$ cat config.mk
export PLATFORM = sky130hd
export DESIGN_NAME = gpio_port_masked
export DESIGN_NICKNAME = d
export VERILOG_FILES = /design/src/rtl/gpio_pkg.sv /design/src/rtl/gpio_sync.sv /design/src/rtl/gpio_addr_dec.sv /design/src/rtl/gpio_bank.sv /design/src/rtl/gpio_port_masked.sv
export SDC_FILE = /design/constraint.sdc
export NUM_CORES = 1
export LEC_CHECK = 0
export BUFFER_PORTS_ARGS = -buffer_cell sky130_fd_sc_hd__buf_4
export CAP_MARGIN = 20
export CORE_AREA = 2 2 120 122
export DETAILED_ROUTE_END_ITERATION = 12
export DIE_AREA = 0 0 122 124
export PLACE_DENSITY = 0.78
export SYNTH_ARGS = -nofsm -noshare
export SYNTH_HDL_FRONTEND = slang
export SYNTH_SLANG_ARGS = --single-unit
$ cat constraint.sdc
create_clock -name clk -period 2.05 [get_ports clk]
set_input_delay 0.3075 -clock clk [delete_from_list [all_inputs] [get_ports clk]]
set_output_delay 0.3075 -clock clk [all_outputs]
set_load 0.1 [all_outputs]
$ cat src/rtl/gpio_pkg.sv
package gpio_pkg;

   typedef enum logic [2:0] {
      SEL_NONE,
      SEL_VALUE,
      SEL_MASK,
      SEL_DIR,
      SEL_MODE,
      SEL_OPEN
   } reg_sel_e;

   typedef enum logic [1:0] {
      DRV_PUSH_PULL,
      DRV_SINK_ONLY,
      DRV_SOURCE_ONLY
   } drive_e;

   function automatic drive_e drive_of(input logic open_en, input logic mode_bit);
      if (!open_en)
         return DRV_PUSH_PULL;
      else if (mode_bit)
         return DRV_SOURCE_ONLY;
      else
         return DRV_SINK_ONLY;
   endfunction

   function automatic logic pin_enable(input logic is_out, input drive_e drv, input logic val);
      logic en;
      if (!is_out)
         en = 1'b0;
      else begin
         case (drv)
            DRV_PUSH_PULL:   en = 1'b1;
            DRV_SINK_ONLY:   en = ~val;
            DRV_SOURCE_ONLY: en = val;
            default:         en = 1'b0;
         endcase
      end
      return en;
   endfunction

endpackage

$ cat src/rtl/gpio_sync.sv
module gpio_sync #(
   parameter int WIDTH  = 8,
   parameter int STAGES = 2
) (
   input  logic             clk,
   input  logic             rst_n,
   input  logic [WIDTH-1:0] d,
   output logic [WIDTH-1:0] q
);

   if (STAGES < 2) begin : g_bad_stages
      $error("gpio_sync: STAGES must be at least 2");
   end

   logic [WIDTH-1:0] chain [STAGES];

   for (genvar s = 0; s < STAGES; s++) begin : g_stage
      if (s == 0) begin : g_first
         always_ff @(posedge clk or negedge rst_n) begin
            if (!rst_n) chain[0] <= '0;
            else        chain[0] <= d;
         end
      end else begin : g_next
         always_ff @(posedge clk or negedge rst_n) begin
            if (!rst_n) chain[s] <= '0;
            else        chain[s] <= chain[s-1];
         end
      end
   end

   assign q = chain[STAGES-1];

endmodule

$ cat src/rtl/gpio_addr_dec.sv
module gpio_addr_dec
   import gpio_pkg::*;
#(
   parameter int ADDR_W     = 5,
   parameter int NBANKS     = 3,
   parameter int VALUE_BASE = 0,
   parameter int DIR_BASE   = 8,
   parameter int MODE_BASE  = 16,
   localparam int BIDX_W    = (NBANKS > 1) ? $clog2(NBANKS) : 1
) (
   input  logic [ADDR_W-1:0] addr,
   output reg_sel_e          sel,
   output logic [BIDX_W-1:0] bank
);

   localparam int OPEN_BASE = MODE_BASE + 1;

   always_comb begin
      sel  = SEL_NONE;
      bank = '0;
      for (int b = 0; b < NBANKS; b++) begin
         if (addr == ADDR_W'(VALUE_BASE + 2*b)) begin
            sel  = SEL_VALUE;
            bank = BIDX_W'(b);
         end
         if (addr == ADDR_W'(VALUE_BASE + 2*b + 1)) begin
            sel  = SEL_MASK;
            bank = BIDX_W'(b);
         end
         if (addr == ADDR_W'(DIR_BASE + b)) begin
            sel  = SEL_DIR;
            bank = BIDX_W'(b);
         end
         if (addr == ADDR_W'(MODE_BASE + 2*b)) begin
            sel  = SEL_MODE;
            bank = BIDX_W'(b);
         end
         if (addr == ADDR_W'(OPEN_BASE + 2*b)) begin
            sel  = SEL_OPEN;
            bank = BIDX_W'(b);
         end
      end
   end

endmodule

$ cat src/rtl/gpio_bank.sv
module gpio_bank
   import gpio_pkg::*;
#(
   parameter int BANK_W = 8
) (
   input  logic              clk,
   input  logic              rst_n,
   input  logic [BANK_W-1:0] wdata,
   input  logic              wr_value,
   input  logic              wr_mask,
   input  logic              wr_dir,
   input  logic              wr_mode,
   input  logic              wr_open,
   output logic [BANK_W-1:0] out_q,
   output logic [BANK_W-1:0] oe,
   output logic [BANK_W-1:0] dir_q,
   output logic [BANK_W-1:0] mode_q,
   output logic [BANK_W-1:0] open_q
);

   logic [BANK_W-1:0] staged_q;

   always_ff @(posedge clk or negedge rst_n) begin
      if (!rst_n) begin
         staged_q <= '0;
         out_q    <= '0;
         dir_q    <= '0;
         mode_q   <= '0;
         open_q   <= '0;
      end else begin
         if (wr_value) staged_q <= wdata;
         if (wr_mask)  out_q    <= (out_q & ~wdata) | (staged_q & wdata);
         if (wr_dir)   dir_q    <= wdata;
         if (wr_mode)  mode_q   <= wdata;
         if (wr_open)  open_q   <= wdata;
      end
   end

   for (genvar p = 0; p < BANK_W; p++) begin : g_pin
      drive_e drv;
      assign drv   = drive_of(open_q[p], mode_q[p]);
      assign oe[p] = pin_enable(dir_q[p], drv, out_q[p]);
   end

endmodule

$ cat src/rtl/gpio_port_masked.sv
module gpio_port_masked
   import gpio_pkg::*;
#(
   parameter int ADDR_W      = 5,
   parameter int NBANKS      = 3,
   parameter int BANK_W      = 8,
   parameter int SYNC_STAGES = 2,
   parameter int VALUE_BASE  = 0,
   parameter int DIR_BASE    = 8,
   parameter int MODE_BASE   = 16,
   localparam int NPINS      = NBANKS * BANK_W
) (
   input  logic              clk,
   input  logic              rst_n,
   input  logic [ADDR_W-1:0] addr,
   input  logic [BANK_W-1:0] wdata,
   input  logic              we,
   output logic [BANK_W-1:0] rdata,
   input  logic [NPINS-1:0]  pad_in,
   output logic [NPINS-1:0]  pad_out,
   output logic [NPINS-1:0]  pad_oe
);

   localparam int BIDX_W   = (NBANKS > 1) ? $clog2(NBANKS) : 1;
   localparam int TOP_ADDR = MODE_BASE + 2*NBANKS;

   if (NBANKS < 1) begin : g_bad_banks
      $error("gpio_port_masked: NBANKS must be at least 1");
   end
   if (VALUE_BASE + 2*NBANKS > DIR_BASE) begin : g_bad_dir
      $error("gpio_port_masked: direction region overlaps value region");
   end
   if (DIR_BASE + NBANKS > MODE_BASE) begin : g_bad_mode
      $error("gpio_port_masked: mode region overlaps direction region");
   end
   if (TOP_ADDR > (1 << ADDR_W)) begin : g_bad_addr
      $error("gpio_port_masked: register map exceeds address width");
   end

   reg_sel_e          sel;
   logic [BIDX_W-1:0] bank;

   gpio_addr_dec #(
      .ADDR_W     (ADDR_W),
      .NBANKS     (NBANKS),
      .VALUE_BASE (VALUE_BASE),
      .DIR_BASE   (DIR_BASE),
      .MODE_BASE  (MODE_BASE)
   ) u_dec (
      .addr (addr),
      .sel  (sel),
      .bank (bank)
   );

   logic [NPINS-1:0] level_all;
   logic [NPINS-1:0] dir_all;
   logic [NPINS-1:0] mode_all;
   logic [NPINS-1:0] open_all;

   gpio_sync #(
      .WIDTH  (NPINS),
      .STAGES (SYNC_STAGES)
   ) u_sync (
      .clk   (clk),
      .rst_n (rst_n),
      .d     (pad_in),
      .q     (level_all)
   );

   for (genvar b = 0; b < NBANKS; b++) begin : g_bank
      logic hit;
      assign hit = we && (bank == BIDX_W'(b));

      gpio_bank #(
         .BANK_W (BANK_W)
      ) u_bank (
         .clk      (clk),
         .rst_n    (rst_n),
         .wdata    (wdata),
         .wr_value (hit && (sel == SEL_VALUE)),
         .wr_mask  (hit && (sel == SEL_MASK)),
         .wr_dir   (hit && (sel == SEL_DIR)),
         .wr_mode  (hit && (sel == SEL_MODE)),
         .wr_open  (hit && (sel == SEL_OPEN)),
         .out_q    (pad_out [b*BANK_W +: BANK_W]),
         .oe       (pad_oe  [b*BANK_W +: BANK_W]),
         .dir_q    (dir_all [b*BANK_W +: BANK_W]),
         .mode_q   (mode_all[b*BANK_W +: BANK_W]),
         .open_q   (open_all[b*BANK_W +: BANK_W])
      );
   end

   always_comb begin
      rdata = '0;
      for (int b = 0; b < NBANKS; b++) begin
         if (bank == BIDX_W'(b)) begin
            case (sel)
               SEL_VALUE: rdata = level_all[b*BANK_W +: BANK_W];
               SEL_DIR:   rdata = dir_all  [b*BANK_W +: BANK_W];
               SEL_MODE:  rdata = mode_all [b*BANK_W +: BANK_W];
               SEL_OPEN:  rdata = open_all [b*BANK_W +: BANK_W];
               default:   rdata = '0;
            endcase
         end
      end
   end

endmodule

Word level (Yosys, flattened, before mapping)
Index checks and enable logic that the tools add are counted.
{"block": "word_totals", "regBits": 168, "in_bits": 40, "out_inout_bits": 56, "word_cells": 291}
{"block": "op_classes", "mux": 127, "eq_ne": 69, "n_reduce_logical": 44, "bitwise_logic": 34}
{"cell": "2-bit 2-to-1 mux", "count": 53}
{"cell": "8-bit case mux with 4 select lines", "count": 3}
{"cell": "1-bit case mux with 3 select lines", "count": 24}
{"cell": "2-bit by 1-bit == test with 1-bit output, second input constant", "count": 25}
{"cell": "2-bit == test, second input constant", "count": 25}
{"cell": "2-bit logical NOT", "count": 25}
{"cell": "8-bit AND", "count": 6}
{"cell": "3-bit 2-to-1 mux", "count": 14}
{"cell": "5-bit == test, second input constant", "count": 6}
{"cell": "1-bit 2-to-1 mux", "count": 30}
{"cell": "8-bit 2-to-1 mux", "count": 3}
{"cell": "1-bit NOT", "count": 24}
{"cell": "8-bit bitwise OR", "count": 3}
{"cell": "1-bit logical AND", "count": 18}
{"cell": "5-bit by 4-bit == test with 1-bit output, second input constant", "count": 3}
{"cell": "5-bit by 2-bit == test with 1-bit output, second input constant", "count": 2}
{"cell": "5-bit by 3-bit == test with 1-bit output, second input constant", "count": 2}
{"cell": "8-bit NOT", "count": 1}
{"cell": "3-bit by 2-bit == test with 1-bit output, second input constant", "count": 2}
{"cell": "3-bit == test, second input constant", "count": 2}
{"cell": "5-bit by 1-bit == test with 1-bit output, second input constant", "count": 1}
{"cell": "5-bit logical NOT", "count": 1}
{"cell": "3-bit by 1-bit == test with 1-bit output, second input constant", "count": 1}

Longest topological paths before layout
{"block": "logic_depth", "word_depth": 21, "ltp_mapped": 8, "mapped_depth_nobuf": 5}

By module
A second synthesis with hierarchy kept.
{"block": "unflattened", "hier_cells": 577, "hier_area_um2": 7623.6}
{"mod": "gpio_bank", "n_inst": 3, "seq_area_each_um2": 1001.0, "area_per_inst_um2": 1669.1, "cells_per_inst": 109}
{"mod": "gpio_sync", "n_inst": 1, "seq_area_each_um2": 1201.2, "area_per_inst_um2": 1381.3, "cells_per_inst": 72}
{"mod": "gpio_port_masked", "n_inst": 1, "seq_area_each_um2": 0.0, "area_per_inst_um2": 1117.3, "cells_per_inst": 157}
{"mod": "gpio_addr_dec", "n_inst": 1, "seq_area_each_um2": 0.0, "area_per_inst_um2": 117.6, "cells_per_inst": 21}

Worst setup path before layout
OpenSTA, ideal clock, no wires.
{"block": "synth_path", "path_kind": "input -> output", "startpoint": "input addr[4]", "endpoint": "output rdata[6]", "setup_slack_ns": -2.672, "t_arrival_ns": 4.415, "required_time_ns": 1.742, "stages": 5, "cell_sequence": "buf_4 > a2111oi_4 > a222oi_1 > nor3b_1 > nor4b_1"}
{"block": "synth_via", "elab_chain_len": 21}
{"item": "from (decl)", "line_no": "gpio_port_masked.sv:15", "source": "input logic [ADDR_W-1:0] addr,"}
{"item": "5-bit logical NOT", "line_no": "gpio_addr_dec.sv:22", "source": "if (addr == ADDR_W'(VALUE_BASE + 2*b)) begin"}
{"item": "1-bit 2-to-1 mux", "line_no": "gpio_addr_dec.sv:22"}
{"item": "3-bit 2-to-1 mux", "line_no": "gpio_addr_dec.sv:26", "source": "if (addr == ADDR_W'(VALUE_BASE + 2*b + 1)) begin"}
{"item": "3-bit 2-to-1 mux", "line_no": "gpio_addr_dec.sv:30", "source": "if (addr == ADDR_W'(DIR_BASE + b)) begin"}
{"item": "3-bit 2-to-1 mux", "line_no": "gpio_addr_dec.sv:34", "source": "if (addr == ADDR_W'(MODE_BASE + 2*b)) begin"}
{"item": "3-bit 2-to-1 mux", "line_no": "gpio_addr_dec.sv:38", "source": "if (addr == ADDR_W'(OPEN_BASE + 2*b)) begin"}
{"item": "3-bit 2-to-1 mux", "line_no": "gpio_addr_dec.sv:22"}
{"item": "3-bit 2-to-1 mux", "line_no": "gpio_addr_dec.sv:26"}
{"item": "(+4 left out)"}
{"item": "3-bit 2-to-1 mux", "line_no": "gpio_addr_dec.sv:26"}
{"item": "3-bit 2-to-1 mux", "line_no": "gpio_addr_dec.sv:30"}
{"item": "3-bit 2-to-1 mux", "line_no": "gpio_addr_dec.sv:34"}
{"item": "3-bit 2-to-1 mux", "line_no": "gpio_addr_dec.sv:38"}
{"item": "3-bit == test, or another cell as far along", "line_no": "gpio_port_masked.sv:97", "source": "case (sel)"}
{"item": "8-bit case mux with 4 select lines", "line_no": "gpio_port_masked.sv:97"}
{"item": "8-bit 2-to-1 mux (2 in series)", "line_no": "gpio_port_masked.sv:96", "source": "if (bank == BIDX_W'(b)) begin"}
{"item": "8-bit 2-to-1 mux (*)", "line_no": "gpio_port_masked.sv:96"}
{"item": "to (decl)", "line_no": "gpio_port_masked.sv:18", "source": "output logic [BANK_W-1:0] rdata,"}
Every way passes the cells marked *; elsewhere a longest branch is shown, timed or not.

Final worst setup path
{"block": "layout_path", "startpoint": "input addr[4]", "endpoint": "output rdata[1]"}
The elaborated chain is that of the path after synthesis.

==> results_dict.tcl <==
set metrics [dict create \
    status "finished with violations" \
    violations "setup timing" \
    grt_max_degree 49 \
    tightestPinTransition_ns 0.414 \
    cts_tree "built" \
    async_flop_share_pct 100 \
    grt-ovfl-total 0 \
    cts_max_path_buffers 2 \
    maxSlewHeadroom_pct 72.4 \
    synth_compound_area_share_pct 11.2 \
    io_buffers 95 \
    slew_violations 0 \
    clock.fmax_mhz 441 \
    drv_cap 0 \
    wl_um 21400 \
    synth_seq_cells 168 \
    drc_errors 0 \
    startpoint_type "input port" \
    crit_start "addr[4]" \
    antenna_found_initial 0 \
    final_common_cell "buf_4" \
    dp_hpwl_um 14500 \
    place_inst 890 \
    dp_worst_setup_slack_ns -0.310 \
    r2r_setup_slack_ns 1.10 \
    r2r_end "g_bank[1].u_bank.mode_q[5]$_DFFE_PN0P_" \
    finalWeightedCongestion 0.954 \
    synth-simple-area-share_pct 8.10 \
    clkSinkCount 168 \
    hold_path.class "in2reg" \
    layout_common_cells "buf_4 (146), dfrtp_1 (143), mux2_2 (112)" \
    diodes 0 \
    instances_no_fill 957 \
    fin_util_pct 78.6 \
    fin_nets 804 \
    synth-xor-area-share_pct 2.81 \
    worstPathArrival_ns 1.96 \
    syn_inst 571 \
    hold_viol 0 \
    avgSynthCellArea_um2 13.1 \
    criticalPathCategory "in2out" \
    power.total_mw 10.7 \
    min_path_cells 2 \
    drive_gt1_share_pct 57.9 \
    fp.dieW_um 122 \
    ys_seq_area_share_pct 56.2 \
    endpoint "rdata[1]" \
    fin_crit_ns 2.27 \
    rr_startpoint "g_bank[1].u_bank.mode_q[5]$_DFFE_PN0P_" \
    place_area_um2 9340 \
    gr-usage-all-layers_pct 29.5 \
    vias 5628 \
    setup-violations-final 8 \
    syn_to_final_growth_pct 44.2 \
    grt_pass1_wl_um 32600 \
    powerDensity_nw_per_um2 995 \
    die_area_um2 15100 \
    synth_nets 611 \
    vdd_drop_max_mv 0.916 \
    core-area_um2 13700 \
    synth_top_flop_cell "dfrtp_1" \
    io_pins 96 \
    htreeDepth 4 \
    drt-wirelength-per-cell_um 22.4 \
    skew_ns 0.00484 \
    synth_edf_count 0 \
    numCtsBuffers 17 \
    die_h_um 124 \
    rr_worst_depth 2 \
    period_share_pct 111 \
    final_area_um2 10800 \
    clk_latency_ns 0.43 \
    ys_types 59 \
    synth_top_family_by_area "multiplexers" \
    grt_pass1_vias 5788 \
    drt-initial-drc-count 487 \
    routed_via_density 5.88 \
    first_pass_iters 5 \
    worst-path-max-fanout 7 \
    clk_pin_slew_ns 0.06 \
    worstSetupEndpointType "output port" \
    layout_setup_ws_ns -0.218 \
    antenna_left 0 \
    cp_data_required_time_ns 1.74 \
    rsz0062_at_grt "yes" \
    yosys_warnings 0 \
    initial_core_util_pct 54.5 \
    rows 43 \
    cts-root-buf "clkbuf_16" \
    synthesis.area_um2 7480 \
    synthMuxAreaShare_pct 18.9 \
    total_leakage_power_nw 4.96 \
    synth_fa_ha_area_share_pct 0 \
]
-- worst max-delay path, stage by stage --
cell and delay, ns:
buf_12 0.12, nor3b_4 0.21, and2_4 0.23, buf_6 0.12
buf_6 0.11, a22o_1 0.19, nor3_4 0.07, nor4_4 0.32
buf_6 0.27
-- stage by stage --
step	setup TNS [ns]	hold WS, ns
after global routing	-1.75	0.275
after detailed placement	-2.28	0.248
after CTS	-1.35	0.268
after floorplan	-4.10	0.0119
final	-1.32	0.299
after global placement	-2.21	0.244
-- synthesized netlist by cell type (all sizes together) (2+ instances only) --
| cell type | count | area (µm²) |
|---|---|---|
| a31oi | 2 | 12.5 |
| clkbuf | 15 | 58.8 |
| a211oi | 5 | 37.5 |
| dfrtp | 168 | 4200 |
| buf | 18 | 135 |
| inv | 3 | 11.3 |
| and2b | 2 | 15.0 |
| or2 | 2 | 12.5 |
| nor3b | 3 | 38.8 |
| o22ai | 4 | 25.0 |
| nor3 | 7 | 51.3 |
| a221o | 4 | 40.0 |
| mux2 | 122 | 1400 |
| nand2b | 6 | 52.6 |
| a32oi | 2 | 17.5 |
| and2 | 2 | 12.5 |
| and3 | 2 | 12.5 |
| nor4 | 8 | 65.1 |
| a22o | 3 | 26.3 |
| a2111oi | 3 | 45.1 |
| nor2 | 12 | 60.1 |
| a21oi | 28 | 140 |
| o211a | 5 | 50.1 |
| o21ai | 14 | 70.1 |
| xor2 | 24 | 210 |
| o21a | 5 | 37.5 |
| a22oi | 8 | 60.1 |
| nor2b | 7 | 43.8 |
| a222oi | 4 | 40.0 |
| a21boi | 22 | 165 |
| nand2 | 44 | 173 |
| nand3b | 2 | 15.0 |
| a221oi | 3 | 26.3 |
-- worst min-delay path by stage --
stage	startpoint	to	slack, ns
finish	wdata[4]	g_bank[2].u_bank.staged_q[4]$_DFFE_PN0P_	0.30
global route	wdata[6]	g_bank[2].u_bank.staged_q[6]$_DFFE_PN0P_	0.28
CTS	wdata[6]	g_bank[2].u_bank.staged_q[6]$_DFFE_PN0P_	0.27
detailed placement	rst_n	g_bank[1].u_bank.staged_q[0]$_DFFE_PN0P_	0.25
global placement	rst_n	g_bank[1].u_bank.staged_q[5]$_DFFE_PN0P_	0.24
floorplan	rst_n	async pin	0.01
-- layer usage --
| metal | routed length (µm) | track usage (%) |
|---|---|---|
| met3 | 1190 | 6.87 |
| met4 | 756 | 13.1 |
| met5 | 0 | 0 |
| met1 | 9110 | 38.8 |
| met2 | 10300 | 47.1 |
-- cell type report --
cell class | instances | area, µm²
Clock buffer | 20 | 447
Sequential cell | 168 | 4240
Timing Repair Buffer | 207 | 1910
Tap cell | 180 | 225
Multi-Input combinational cell | 367 | 3760
Fill cell | 812 | 2940
Inverter | 3 | 11.3
Clock inverter | 12 | 195
-- logic make-up (layout without fill, tap and decap cells) --
family	count (synthesis)	count (layout)
and+or+nand+nor	103	103
muxes	123	123
xor gates and xnor gates	24	24
AOI/OAI and AO/OA	117	117
DFF	168	168
buffers and inverters	36	242
-- power breakdown --
group	switching, mW	internal, mW	leakage (nW)	total [mW]
logic	1.90	1.12	2.57	3.02
registers	0.451	3.78	2.08	4.23
clock network	1.29	2.19	0.315	3.48
-- repair_timing --
action,4_1_cts,5_1_grt
endpoints found under the hold margin,56,0
cloned,0,2
pin swaps,19,23
buffers inserted,14,2
hold buffers,25,0
setup endpoints to repair,8,8
gates resized for setup,70,35
No activity file was read; power rests on OpenSTA's default activity.
